### config.mk
export PLATFORM = sky130hd
export DESIGN_NAME = ack_xact_seq
export DESIGN_NICKNAME = d
export VERILOG_FILES = /design/src/rtl/ack_seq_pkg.sv /design/src/rtl/ack_seq_timer.sv /design/src/rtl/ack_seq_crc_hold.sv /design/src/rtl/ack_seq_fsm.sv /design/src/rtl/ack_xact_seq.sv
export SDC_FILE = /design/constraint.sdc
export NUM_CORES = 1
export LEC_CHECK = 0
export BUFFER_PORTS_ARGS = -buffer_cell sky130_fd_sc_hd__buf_2
export CORE_ASPECT_RATIO = 1.2
export CORE_MARGIN = 5
export CORE_UTILIZATION = 30
export CTS_CLUSTER_SIZE = 40
export DETAILED_ROUTE_END_ITERATION = 8
export PLACE_DENSITY = 0.58
export SLEW_MARGIN = 5
export SYNTH_ARGS = -nofsm -noshare
export SYNTH_HDL_FRONTEND = slang
export SYNTH_SLANG_ARGS = --single-unit
export TNS_END_PERCENT = 30
### constraint.sdc
create_clock -name clk -period 3.7 [get_ports clk]
set_input_delay 1.11 -clock clk [delete_from_list [all_inputs] [get_ports clk]]
set_output_delay 1.11 -clock clk [all_outputs]
set_load 0.01 [all_outputs]
### src/rtl/ack_seq_pkg.sv
package ack_seq_pkg;

  typedef enum logic [2:0] {
    ST_IDLE = 3'd0,
    ST_WARM = 3'd1,
    ST_TXD  = 3'd2,
    ST_ACKW = 3'd3,
    ST_RXW  = 3'd4,
    ST_TXA  = 3'd5,
    ST_END  = 3'd6
  } seq_state_t;

  // wait limit reached: cycles spent so far (cnt+1) meet the limit, 0 acts as 1
  function automatic logic tmo_hit(input logic [31:0] cnt, input logic [31:0] lim);
    logic [32:0] used;
    logic [32:0] eff;
    used = {1'b0, cnt} + 33'd1;
    eff  = (lim == 32'd0) ? 33'd1 : {1'b0, lim};
    return used >= eff;
  endfunction

  function automatic logic st_is_tx(input seq_state_t s);
    return (s == ST_TXD) || (s == ST_TXA);
  endfunction

  function automatic logic st_is_rx(input seq_state_t s);
    return (s == ST_ACKW) || (s == ST_RXW);
  endfunction

endpackage

### src/rtl/ack_seq_timer.sv
module ack_seq_timer
  import ack_seq_pkg::*;
#(
  parameter int TMO_W = 16
) (
  input  logic             clk,
  input  logic             rst_n,
  input  logic             run,
  input  logic [TMO_W-1:0] limit,
  output logic             expire
);
  localparam logic [TMO_W-1:0] CNT_MAX = {TMO_W{1'b1}};

  logic [TMO_W-1:0] cnt_q;

  always_ff @(posedge clk or negedge rst_n) begin
    if (!rst_n) cnt_q <= '0;
    else if (!run) cnt_q <= '0;
    else if (cnt_q != CNT_MAX) cnt_q <= cnt_q + 1'b1;
  end

  assign expire = run && tmo_hit(32'(cnt_q), 32'(limit));


  tmr_restart_chk: assert property (@(posedge clk) disable iff (!rst_n)
    (run && !expire) |=> (!run || cnt_q != '0));

endmodule

### src/rtl/ack_seq_crc_hold.sv
module ack_seq_crc_hold #(
  parameter int CRC_W = 16
) (
  input  logic             clk,
  input  logic             rst_n,
  input  logic             cap,
  input  logic [CRC_W-1:0] crc_in,
  output logic [CRC_W-1:0] crc_q
);
  always_ff @(posedge clk or negedge rst_n) begin
    if (!rst_n) crc_q <= '0;
    else if (cap) crc_q <= crc_in;
  end


  crc_hold_chk: assert property (@(posedge clk) disable iff (!rst_n)
    !cap |=> $stable(crc_q));


  crc_take_chk: assert property (@(posedge clk) disable iff (!rst_n)
    cap |=> (crc_q == $past(crc_in)));

endmodule

### src/rtl/ack_seq_fsm.sv
module ack_seq_fsm
  import ack_seq_pkg::*;
(
  input  logic       clk,
  input  logic       rst_n,
  input  logic       go_set,
  input  logic       mode_rx,
  input  logic       end_rx,
  input  logic       synth_ready,
  input  logic       pkt_done,
  input  logic       crc_ok,
  input  logic       tmo_expire,
  output seq_state_t state,
  output logic       go_q,
  output logic       no_ack_q,
  output logic       tx_start_q,
  output logic       rx_irq_q,
  output logic       crc_cap,
  output logic       timer_run
);
  seq_state_t nxt;
  logic       mode_q;
  logic       start;
  logic       good_pkt;
  logic       ack_seen;
  logic       gave_up;

  assign start     = (state == ST_IDLE) && go_q;
  assign good_pkt  = pkt_done && crc_ok;
  assign ack_seen  = (state == ST_ACKW) && good_pkt;
  assign gave_up   = (state == ST_ACKW) && !good_pkt && tmo_expire;
  assign crc_cap   = (state == ST_RXW) && good_pkt;
  assign timer_run = (state == ST_ACKW);

  always_comb begin
    nxt = state;
    unique case (state)
      ST_IDLE: if (go_q) nxt = ST_WARM;
      ST_WARM: if (synth_ready) nxt = mode_q ? ST_RXW : ST_TXD;
      ST_TXD:  if (pkt_done) nxt = ST_ACKW;
      ST_ACKW: if (ack_seen || gave_up) nxt = ST_END;
      ST_RXW:  if (good_pkt) nxt = ST_TXA;
      ST_TXA:  if (pkt_done) nxt = ST_END;
      ST_END:  nxt = end_rx ? ST_RXW : ST_IDLE;
      default: nxt = ST_IDLE;
    endcase
  end

  always_ff @(posedge clk or negedge rst_n) begin
    if (!rst_n) begin
      state      <= ST_IDLE;
      go_q       <= 1'b0;
      mode_q     <= 1'b0;
      no_ack_q   <= 1'b0;
      tx_start_q <= 1'b0;
      rx_irq_q   <= 1'b0;
    end else begin
      state      <= nxt;
      go_q       <= go_set | (go_q & !start);
      if (start) mode_q <= mode_rx;
      if (start) no_ack_q <= 1'b0;
      else if (gave_up) no_ack_q <= 1'b1;
      tx_start_q <= st_is_tx(nxt) && (nxt != state);
      rx_irq_q   <= crc_cap;
    end
  end


  go_clear_chk: assert property (@(posedge clk) disable iff (!rst_n)
    (state == ST_IDLE && go_q && !go_set) |=> !go_q);


  warm_wait_chk: assert property (@(posedge clk) disable iff (!rst_n)
    (state == ST_WARM && !synth_ready) |=> (state == ST_WARM));


  noack_src_chk: assert property (@(posedge clk) disable iff (!rst_n)
    $rose(no_ack_q) |-> ($past(state) == ST_ACKW));


  noack_keep_chk: assert property (@(posedge clk) disable iff (!rst_n)
    (no_ack_q && state != ST_IDLE) |=> no_ack_q);


  bad_crc_stay_chk: assert property (@(posedge clk) disable iff (!rst_n)
    (state == ST_RXW && pkt_done && !crc_ok) |=> (state == ST_RXW && !rx_irq_q));

endmodule

### src/rtl/ack_xact_seq.sv
module ack_xact_seq
  import ack_seq_pkg::*;
#(
  parameter int TMO_W = 16,
  parameter int CRC_W = 16
) (
  input  logic             clk,
  input  logic             rst_n,
  input  logic             go_set,
  input  logic             mode_rx,
  input  logic             end_rx,
  input  logic [TMO_W-1:0] timeout_cycles,
  input  logic             synth_ready,
  input  logic             pkt_done,
  input  logic             crc_ok,
  input  logic [CRC_W-1:0] rx_crc,
  output logic             go_pending,
  output logic             busy,
  output logic             pwr_en,
  output logic             tx_en,
  output logic             rx_en,
  output logic             tx_start,
  output logic             send_ack,
  output logic             buf_rd_en,
  output logic             buf_wr_en,
  output logic [CRC_W-1:0] ack_crc,
  output logic             rx_irq,
  output logic             done_irq,
  output logic             no_ack
);
  seq_state_t state;
  logic       tmo_expire;
  logic       crc_cap;
  logic       timer_run;

  ack_seq_fsm u_fsm (
    .clk         (clk),
    .rst_n       (rst_n),
    .go_set      (go_set),
    .mode_rx     (mode_rx),
    .end_rx      (end_rx),
    .synth_ready (synth_ready),
    .pkt_done    (pkt_done),
    .crc_ok      (crc_ok),
    .tmo_expire  (tmo_expire),
    .state       (state),
    .go_q        (go_pending),
    .no_ack_q    (no_ack),
    .tx_start_q  (tx_start),
    .rx_irq_q    (rx_irq),
    .crc_cap     (crc_cap),
    .timer_run   (timer_run)
  );

  ack_seq_timer #(.TMO_W(TMO_W)) u_tmr (
    .clk    (clk),
    .rst_n  (rst_n),
    .run    (timer_run),
    .limit  (timeout_cycles),
    .expire (tmo_expire)
  );

  ack_seq_crc_hold #(.CRC_W(CRC_W)) u_crc (
    .clk    (clk),
    .rst_n  (rst_n),
    .cap    (crc_cap),
    .crc_in (rx_crc),
    .crc_q  (ack_crc)
  );

  assign busy      = (state != ST_IDLE);
  assign pwr_en    = (state != ST_IDLE);
  assign tx_en     = st_is_tx(state);
  assign rx_en     = st_is_rx(state);
  assign send_ack  = (state == ST_TXA);
  assign buf_rd_en = (state == ST_TXD);
  assign buf_wr_en = (state == ST_RXW);
  assign done_irq  = (state == ST_END);


  dir_excl_chk: assert property (@(posedge clk) disable iff (!rst_n)
    !(tx_en && rx_en));


  buf_quiet_chk: assert property (@(posedge clk) disable iff (!rst_n)
    (send_ack || timer_run) |-> !(buf_rd_en || buf_wr_en));


  expire_react_chk: assert property (@(posedge clk) disable iff (!rst_n)
    tmo_expire |=> (done_irq && !rx_en));


  rxirq_ack_chk: assert property (@(posedge clk) disable iff (!rst_n)
    rx_irq |-> (send_ack && tx_start));


  done_pulse_chk: assert property (@(posedge clk) disable iff (!rst_n)
    done_irq |=> !done_irq);

endmodule

## Yosys cells after proc, flatten, opt, wreduce, memory -nomap -nowiden

Cells that the tools add are included.

- Bits in registers: 40

- Add/sub/neg operators: 2
- Order comparisons: 1
- Reductions and logical operators: 18
- Bitwise gates (word level): 2
- Equality and inequality tests: 11
- Multiplexer cells: 14

Operators by type and width:

| kind | count |
|---|---|
| $mux W16 | 3 |
| $ge A33 B33 Y1 | 1 |
| $mux W3 | 8 |
| $pmux W3 S7 | 1 |
| $add A16 B1 Y17 const B | 1 |
| $add A16 B1 Y16 const B | 1 |
| $logic_not A16 Y1 | 1 |
| $ne A16 B16 Y1 const B | 1 |
| $eq A3 B3 Y1 const B | 4 |
| $eq A3 B2 Y1 const B | 3 |
| $logic_and A1 B1 Y1 | 8 |
| $logic_or A1 B1 Y1 | 4 |
| $eq A3 B1 Y1 const B | 1 |
| $logic_not A3 Y1 | 1 |
| $ne A3 B3 Y1 | 1 |
| $reduce_bool A3 Y1 | 1 |
| $logic_not A1 Y1 | 2 |
| $mux W1 | 2 |
| $ne A2 B2 Y1 const B | 1 |
| $reduce_bool A2 Y1 | 1 |
| $and A1 B1 Y1 | 1 |
| $or A1 B1 Y1 | 1 |

## Logic depth before layout (Yosys ltp)

Gate-level depths: netlist of run 1.

- Depth in word-level cells: 11
- Mapped depth: 12
- Mapped depth without buffers: 12

## Hierarchy

A second synthesis of run 1 with hierarchy kept.

- Cells, all modules: 243
- Area, all modules: 2539.9 µm²

By module, submodules not included:

| module | instances | cells each | seq. area each (µm²) | area an instance (µm²) |
|---|---|---|---|---|
| ack_seq_timer | 1 | 155 | 400.4 | 1378.8 |
| ack_seq_crc_hold | 1 | 34 | 400.4 | 649.4 |
| ack_seq_fsm | 1 | 45 | 200.2 | 442.9 |
| ack_xact_seq | 1 | 9 | 0.0 | 68.8 |

## Least setup slack after synthesis of run 1

No wires, ideal clock.

- Kind: register to register
- From: register u_tmr.cnt_q[0]
- To: register u_fsm.state[2]
- Data required time: 3558 ps
- Setup slack: 1014 ps
- Cell stages (with the launch flop): 13
- Arrival time: 2544 ps
- Library setup time: 142 ps
- Path through: dfrtp_1 ha_1 nand4_2 nor3_4 and2_1 xnor2_1 inv_1 ha_1 a21oi_1 o211ai_1 and3_1 nor3b_1 a32oi_1

- Longest elaborated chain between the ends: 7

RTL lines:

| item | line | text |
|---|---|---|
| from (decl) | ack_seq_timer.sv:14 | `logic [TMO_W-1:0] cnt_q;` |
| from (signal assigned) | ack_seq_timer.sv:19 | `else if (cnt_q != CNT_MAX) cnt_q <= cnt_q + 1'b1;` |
| $add A16 B1 Y17 | ack_seq_pkg.sv:17 | `used = {1'b0, cnt} + 33'd1;` |
| $ge A33 B33 Y1 | ack_seq_pkg.sv:19 | `return used >= eff;` |
| $logic_and A1 B1 Y1 | ack_seq_timer.sv:22 | `assign expire = run && tmo_hit(32'(cnt_q), 32'(limit));` |
| $logic_and A1 B1 Y1 | ack_seq_fsm.sv:31 | `assign gave_up = (state == ST_ACKW) && !good_pkt && tmo_expire;` |
| $logic_or A1 B1 Y1 | ack_seq_fsm.sv:41 | `ST_ACKW: if (ack_seen \|\| gave_up) nxt = ST_END;` |
| $mux W3 | ack_seq_fsm.sv:41 |  |
| $pmux W3 S7 | ack_seq_fsm.sv:37 | `unique case (state)` |
| via u_fsm.nxt[2] | ack_seq_fsm.sv:21 | `seq_state_t nxt;` |
| to (signal assigned) | ack_seq_fsm.sv:58 | `state <= nxt;` |
| to (decl) | ack_seq_fsm.sv:13 | `output seq_state_t state,` |

The timed path passes the listed nets, and every way through them passes these cells.
A chain may end at the register's enable or synchronous reset.

## Worst setup path after layout of run 1

Ends and elaborated chain as after synthesis.

==> results.toml, run 1 <==
[worst_setup_path]
cp_common_cell = "ha_1"
arrival_ns = 3.24
critPathSlowestCell = "dfrtp_1"
crit_path_start_kind = "register"
crit_type = "reg -> reg"
worstPathMaxFanout = 5
crit_buf_inv = 1
path_cells = "ha_1 > nand4_2 > nor3_4 > and2_1 > xnor2_1 > inv_1 > ha_1 > a21oi_1 > o211ai_1 > and3_1 > nor3b_1 > a32oi_1"
cp.required_ns = 3.85
cp-end-kind = "register"
cp_slowest_stage_delay_ns = 0.46
cp_top_family = "simple AND/OR/NAND/NOR gates"
reg2reg_slack_ns = 0.61

[global_route]
first_global_vias = 1873
grt_pass1_wl_um = 8600
gr-total-overflow = 0
grt_max_degree = 41
grt.total_usage = 0.107
antenna_found_initial = 0

[sta]
setup_viol = 0
finalSetupTns_ns = 0
worst_pin_slew_ns = 0.896
rsz0062_at_grt = "false"
relSlewSlack = 0.403
drv_slew = 0
finalCriticalPeriod_ns = 3.09
period_share = 0.836
fmax_ghz = 0.323
finalHoldViolations = 0
skew_ns = 0.00567
whs_ns = 0.504

[placed_design]
dp_cells = 387
dp_hpwl_um = 3820
gp_congestion = 0.771
port_buffers = 67

[logic_synthesis]
synth_cell_type_count = 42
synth_area_per_cell_sq_um = 9.92
syn_inst = 235
ys_top_cells_by_area = "dfrtp_1 (43%), ha_1 (9.1%), mux2_2 (8.2%)"
syn_area_sq_mm = 0.00233
synth-warning-count = 0
synthTopCellsByCount = "dfrtp_1 (40), inv_1 (37), a21oi_1 (21)"
synthFlopType = "dfrtp_1"
synth_top_area_cell = "dfrtp_1"
synth-seq-cells = 40
synth_edf_count = 0
yosys.area.top_type_share = 0.429
synth-async-reset-ratio = 1.00
yosys.cell_count.top_type = "dfrtp_1"
synthesis.nets = 292
synth-seq-area-share = 0.429

[clock_tree]
clockBufferDepth = 2
numCtsBuffers = 5
cts_num_sinks = 40
cts_tree = "built"
clock_latency_ns = 0.29
h-tree-depth = 2
cts_root_buf = "clkbuf_8"
cts_setup_buffers = 0
cts_resized = 0
postCtsHoldBufs = 0
cts.clk_slew.worst_paths_ns = 0.08

[finish]
stdcell_count = 395
layout-drive-gt1-share = 0.320
finalNetCount = 359
num_antenna_cells = 0
area_delta_synth_final_pct = 21.1
final.fill_count = 814

[route]
drt_iter0_drc = 32
drtPass1Iterations = 3
route.antenna.remaining_nets = 0
via_per_inst = 4.70
wl_per_cell_um = 12.2
drc = 0
dr_total_vias = 1855
drt-total-wl_um = 4830

[job]
drv_cap = 0

[power]
power.total_mw = 1.48
peakVddDrop_v = 0.000306
p_leak_nw = 1.63
pwr_density_cell_mw_per_mm2 = 524

[floorplan]
num_rows = 35
fp.dieW_um = 90.5
fp.coreArea_sq_mm = 0.00762
die_h_um = 107
pin_count = 68
start_util = 0.306
die_area_sq_mm = 0.00964

[min_path]
worstHoldPathType = "reg -> reg"

[run_status]
status = "complete, no violations"
per-stage QoR:
stage / instance area, sq um / util / setup slack, ns
after detailed placement: 2740 / 0.359 / 0.615
after global routing: 2820 / 0.371 / 0.288
after CTS: 2820 / 0.371 / 0.591
after global placement: 2740 / 0.359 / 0.610
final: 2820 / 0.371 / 0.606
after floorplan: 2330 / - / 1.01
cells in the final DEF (no fill, tap or decap), types with 2 or more instances in the layout:
cell and count:
inv_1 37, nand2_1 12, nor4_1 4, nor3_1 4
nand4_1 2, ha_1 17, nor2b_1 5, xnor2_1 11
xor2_1 4, dfrtp_1 40, a21o_1 3, and3_1 5
o21ai_0 4, clkbuf_8 5, mux2_2 17, nand3b_1 2
nand3_1 5, a31oi_1 3, clkinv_2 2, nand2b_1 4
a21oi_1 21, buf_2 67, and2_1 2, nor2_1 8
or2_2 2
where the power goes:
group	switching, mW	total (mW)	internal [mW]
Clock	0.158	0.289	0.132
Combinational	0.273	0.541	0.267
Sequential	0.0970	0.650	0.553
Total	0.528	1.48	0.952
final timing paths:
check | endpoint | cells after the start | from
worst max register to register | u_fsm.state[2]$_DFF_PN0_ | 12 | u_tmr.cnt_q[0]$_DFFE_PN0P_
worst min-delay path | u_crc.crc_q[5]$_DFFE_PN0P_ | 1 | u_crc.crc_q[5]$_DFFE_PN0P_
min in group asynchronous | u_fsm.state[1]$_DFF_PN0_ | 1 | rst_n
worst min register to register | u_crc.crc_q[5]$_DFFE_PN0P_ | 1 | u_crc.crc_q[5]$_DFFE_PN0P_
max in group asynchronous | u_crc.crc_q[12]$_DFFE_PN0P_ | 1 | rst_n
worst max-delay path | u_fsm.state[2]$_DFF_PN0_ | 12 | u_tmr.cnt_q[0]$_DFFE_PN0P_
final cells by class:
cell class | instances | area [sq um] | share of cell area
Multi-Input combinational cell | 151 | 1150 | 0.406
Sequential cell | 40 | 1000 | 0.354
Timing Repair Buffer | 67 | 335 | 0.119
Inverter | 37 | 139 | 0.0492
Tap cell | 92 | 115 | 0.0408
Clock buffer | 5 | 68.8 | 0.0244
Clock inverter | 3 | 18.8 | 0.00665
state kept, by name, indices dropped and copies added (netlist names):
name	cells
u_fsm.no_ack_q	1
u_fsm.state	3
u_fsm.rx_irq_q	1
u_crc.crc_q	16
u_tmr.cnt_q	16
u_fsm.tx_start_q	1
u_fsm.mode_q	1
u_fsm.go_q	1
metal layers:
metal / track usage / wire length, um
met1: 0.135 / 2210
met2: 0.173 / 2220
met3: 0.0260 / 295
met4: 0.0479 / 97
met5: 0 / 0
cells by family (layout without fill, tap and decap cells):
logic type / Yosys count / in the layout / synth area share
compound gates: 41 / 41 / 0.107
buf+inv: 44 / 112 / 0.0794
flops: 40 / 40 / 0.429
mux: 18 / 18 / 0.0864
xor+xnor: 15 / 15 / 0.0563
simple gates: 60 / 60 / 0.151
fa+ha+maj: 17 / 17 / 0.0912
worst reg2reg max path: cells and delay by family, from the launching register on:
kind                     cells  cell delay, ns
AND/OR/NAND/NOR              5            1.28
adder cells (fa/ha/maj)      2            0.56
flip-flops                   1            0.46
AO/OA/AOI/OAI                3            0.45
XOR/XNOR                     1            0.14
buffers and inverters        1            0.07
Note: power is estimated with default switching activity, not from simulation.
==> run 2, diff against run 1 <==
--- a/config.mk
+++ b/config.mk
@@ -11,7 +11,7 @@
 export CORE_UTILIZATION = 30
 export CTS_CLUSTER_SIZE = 40
 export DETAILED_ROUTE_END_ITERATION = 8
-export PLACE_DENSITY = 0.58
+export PLACE_DENSITY = 0.6
 export SLEW_MARGIN = 5
 export SYNTH_ARGS = -nofsm -noshare
 export SYNTH_HDL_FRONTEND = slang
==> constraint.sdc (replaced) <==
create_clock -name clk -period 2.8 [get_ports clk]
set_input_delay 0.84 -clock clk [delete_from_list [all_inputs] [get_ports clk]]
set_output_delay 0.84 -clock clk [all_outputs]
set_load 0.01 [all_outputs]
==> run 2 against run 1 <==
Against the previous run:
- critical path depth increased by 2
- global-route usage decreased by 0.13 points
- clock skew down 0.00088 ns
- wire length grew 5.0%
- clock power rose by 67%
- count of clock-buffer cells in the layout did not move
- register-to-register slack lost 0.50 ns
- final cell count increased by 3.0%
- sequential share of layout area shrank 2.6 points
- critical endpoint is now u_fsm.state[0]$_DFF_PN0_
- largest power group unchanged
- highest routed layer unchanged
==> results.toml, run 2 (same netlist as run 1, synthesis figures left out) <==
[sta]
period_share = 0.963
finalCriticalPeriod_ns = 2.70
worst_pin_slew_ns = 0.887
finalSetupTns_ns = 0
relSlewSlack = 0.409
drv_slew = 0
fmax_ghz = 0.371
skew_ns = 0.00480
setup_viol = 0
finalHoldViolations = 0
setup_slack_ns = 0.102

[worst_setup_path]
crit_type = "reg -> reg"
cp.required_ns = 2.99
arrival_ns = 2.89
crit_path_start_kind = "register"
worstPathMaxFanout = 3
cp-end-kind = "register"

[global_route]
grt_max_degree = 41
antenna_found_initial = 0
grt.total_usage = 0.106
grt_pass1_wl_um = 8540
first_global_vias = 1859
gr-total-overflow = 0

[finish]
reg.largest.list = "u_crc.crc_q x16, u_tmr.cnt_q x16, u_fsm.state x3"
layout-drive-gt1-share = 0.387
final.fill_count = 793
final_common_cell = "buf_2"
multiInputGateArea_sq_mm = 0.00125
post-route-util = 0.400
finalNetCount = 371
register_area_sq_mm = 0.00100
num_antenna_cells = 0
final_cell_mix = "buf_2 (67), dfrtp_1 (39), inv_1 (37)"
area_delta_synth_final_pct = 30.6

[floorplan]
die_h_um = 107
pin_count = 68
num_rows = 35
start_util = 0.306
die_area_sq_mm = 0.00964
fp.coreArea_sq_mm = 0.00762
fp.dieW_um = 90.5

[placed_design]
dp_hpwl_um = 3900
gp_congestion = 0.814
pre_cts_slack_ns = -0.0920
port_buffers = 67

[power]
pwr_density_cell_mw_per_mm2 = 693
p_leak_nw = 1.73
peakVddDrop_v = 0.000499
power.total_mw = 2.11

[route]
dr_total_vias = 1883
drc = 0
via_per_inst = 4.63
drtPass1Iterations = 4
drt_iter0_drc = 63
drt-total-wl_um = 5070
route.antenna.remaining_nets = 0
wl_per_cell_um = 12.5

[clock_tree]
cts_num_sinks = 40
postCtsHoldBufs = 0
cts_root_buf = "clkbuf_8"
h-tree-depth = 2
clockBufferDepth = 2
cts.clk_slew.worst_paths_ns = 0.08
numCtsBuffers = 5
cts_tree = "built"
clock_latency_ns = 0.29

[min_path]
worstHoldPathType = "reg -> reg"

[job]
drv_cap = 0

[run_status]
status = "complete, no violations"
[run 2: changes by cell type in the layout (fill, tap and decap cells not counted), moves of 2 or more]
cell | before | now
xor2_2 | 0 | 2
buf_4 | 0 | 11
clkinv_2 | 2 | 0
xnor2_1 | 11 | 9
ha_4 | 0 | 2
xnor2_2 | 0 | 2
ha_1 | 17 | 15
xor2_1 | 4 | 2
[run 2: area by class of cell]
cell class              count  area share
clock inverters             3      0.0152
flip-flops and latches     40       0.329
multi-input cells         151       0.409
well taps                  92      0.0378
clock buffers               5      0.0226
inverters                  37      0.0456
repair buffers             79       0.141
[run 2: per-layer routing]
metal,part of all wire,global-route usage
met1,0.45,0.132
met2,0.48,0.175
met3,0.066,0.0274
met4,0.011,0.0415
met5,0,0
[run 2: final timing paths]
check | startpoint | end | slack, ns | cells after the start
setup reg to reg | u_tmr.cnt_q[1]$_DFFE_PN0P_ | u_fsm.state[0]$_DFF_PN0_ | 0.10 | 14
setup / recovery | u_tmr.cnt_q[1]$_DFFE_PN0P_ | u_fsm.state[0]$_DFF_PN0_ | 0.10 | 14
hold reg to reg | u_crc.crc_q[7]$_DFFE_PN0P_ | u_crc.crc_q[7]$_DFFE_PN0P_ | 0.51 | 1
min in group asynchronous | rst_n | u_fsm.mode_q$_DFFE_PN0P_ | 0.67 | 1
hold / removal | u_crc.crc_q[7]$_DFFE_PN0P_ | u_crc.crc_q[7]$_DFFE_PN0P_ | 0.51 | 1
max in group asynchronous | rst_n | u_tmr.cnt_q[5]$_DFFE_PN0P_ | 1.53 | 1
[run 2: repair_timing]
action	CTS	global route
resized for setup	1	17
cloned	0	0
setup buffers	2	3
pin swaps	1	9
setup endpoints to repair	3	3
[run 2: power by group]
| part | switching [mW] | internal [mW] |
|---|---|---|
| combinational | 0.382 | 0.394 |
| sequential | 0.122 | 0.730 |
| clock | 0.214 | 0.269 |
| total | 0.718 | 1.39 |
[run 2: critical path: stages (launching register included)]
cell and delay [ns]:
dfrtp_1 0.45, ha_4 0.19, nand4_4 0.10, nor3_4 0.24, buf_4 0.15, and3_4 0.19, xnor2_2 0.13, inv_1 0.10
ha_4 0.27, o21ai_0 0.07, o211ai_1 0.15, and3_1 0.18, nor3b_2 0.05, buf_4 0.14, a31o_1 0.20
[run 2: per-stage QoR]
| step | instances | hold WS (ns) | area [sq um] |
|---|---|---|---|
| detailed placement | 394 | 0.491 | 2790 |
| finish | 407 | 0.505 | 3050 |
| CTS | 404 | 0.510 | 2920 |
| global route | 407 | 0.516 | 3050 |
| global placement | 394 | 0.486 | 2790 |
| floorplan | 235 | 0.504 | 2330 |
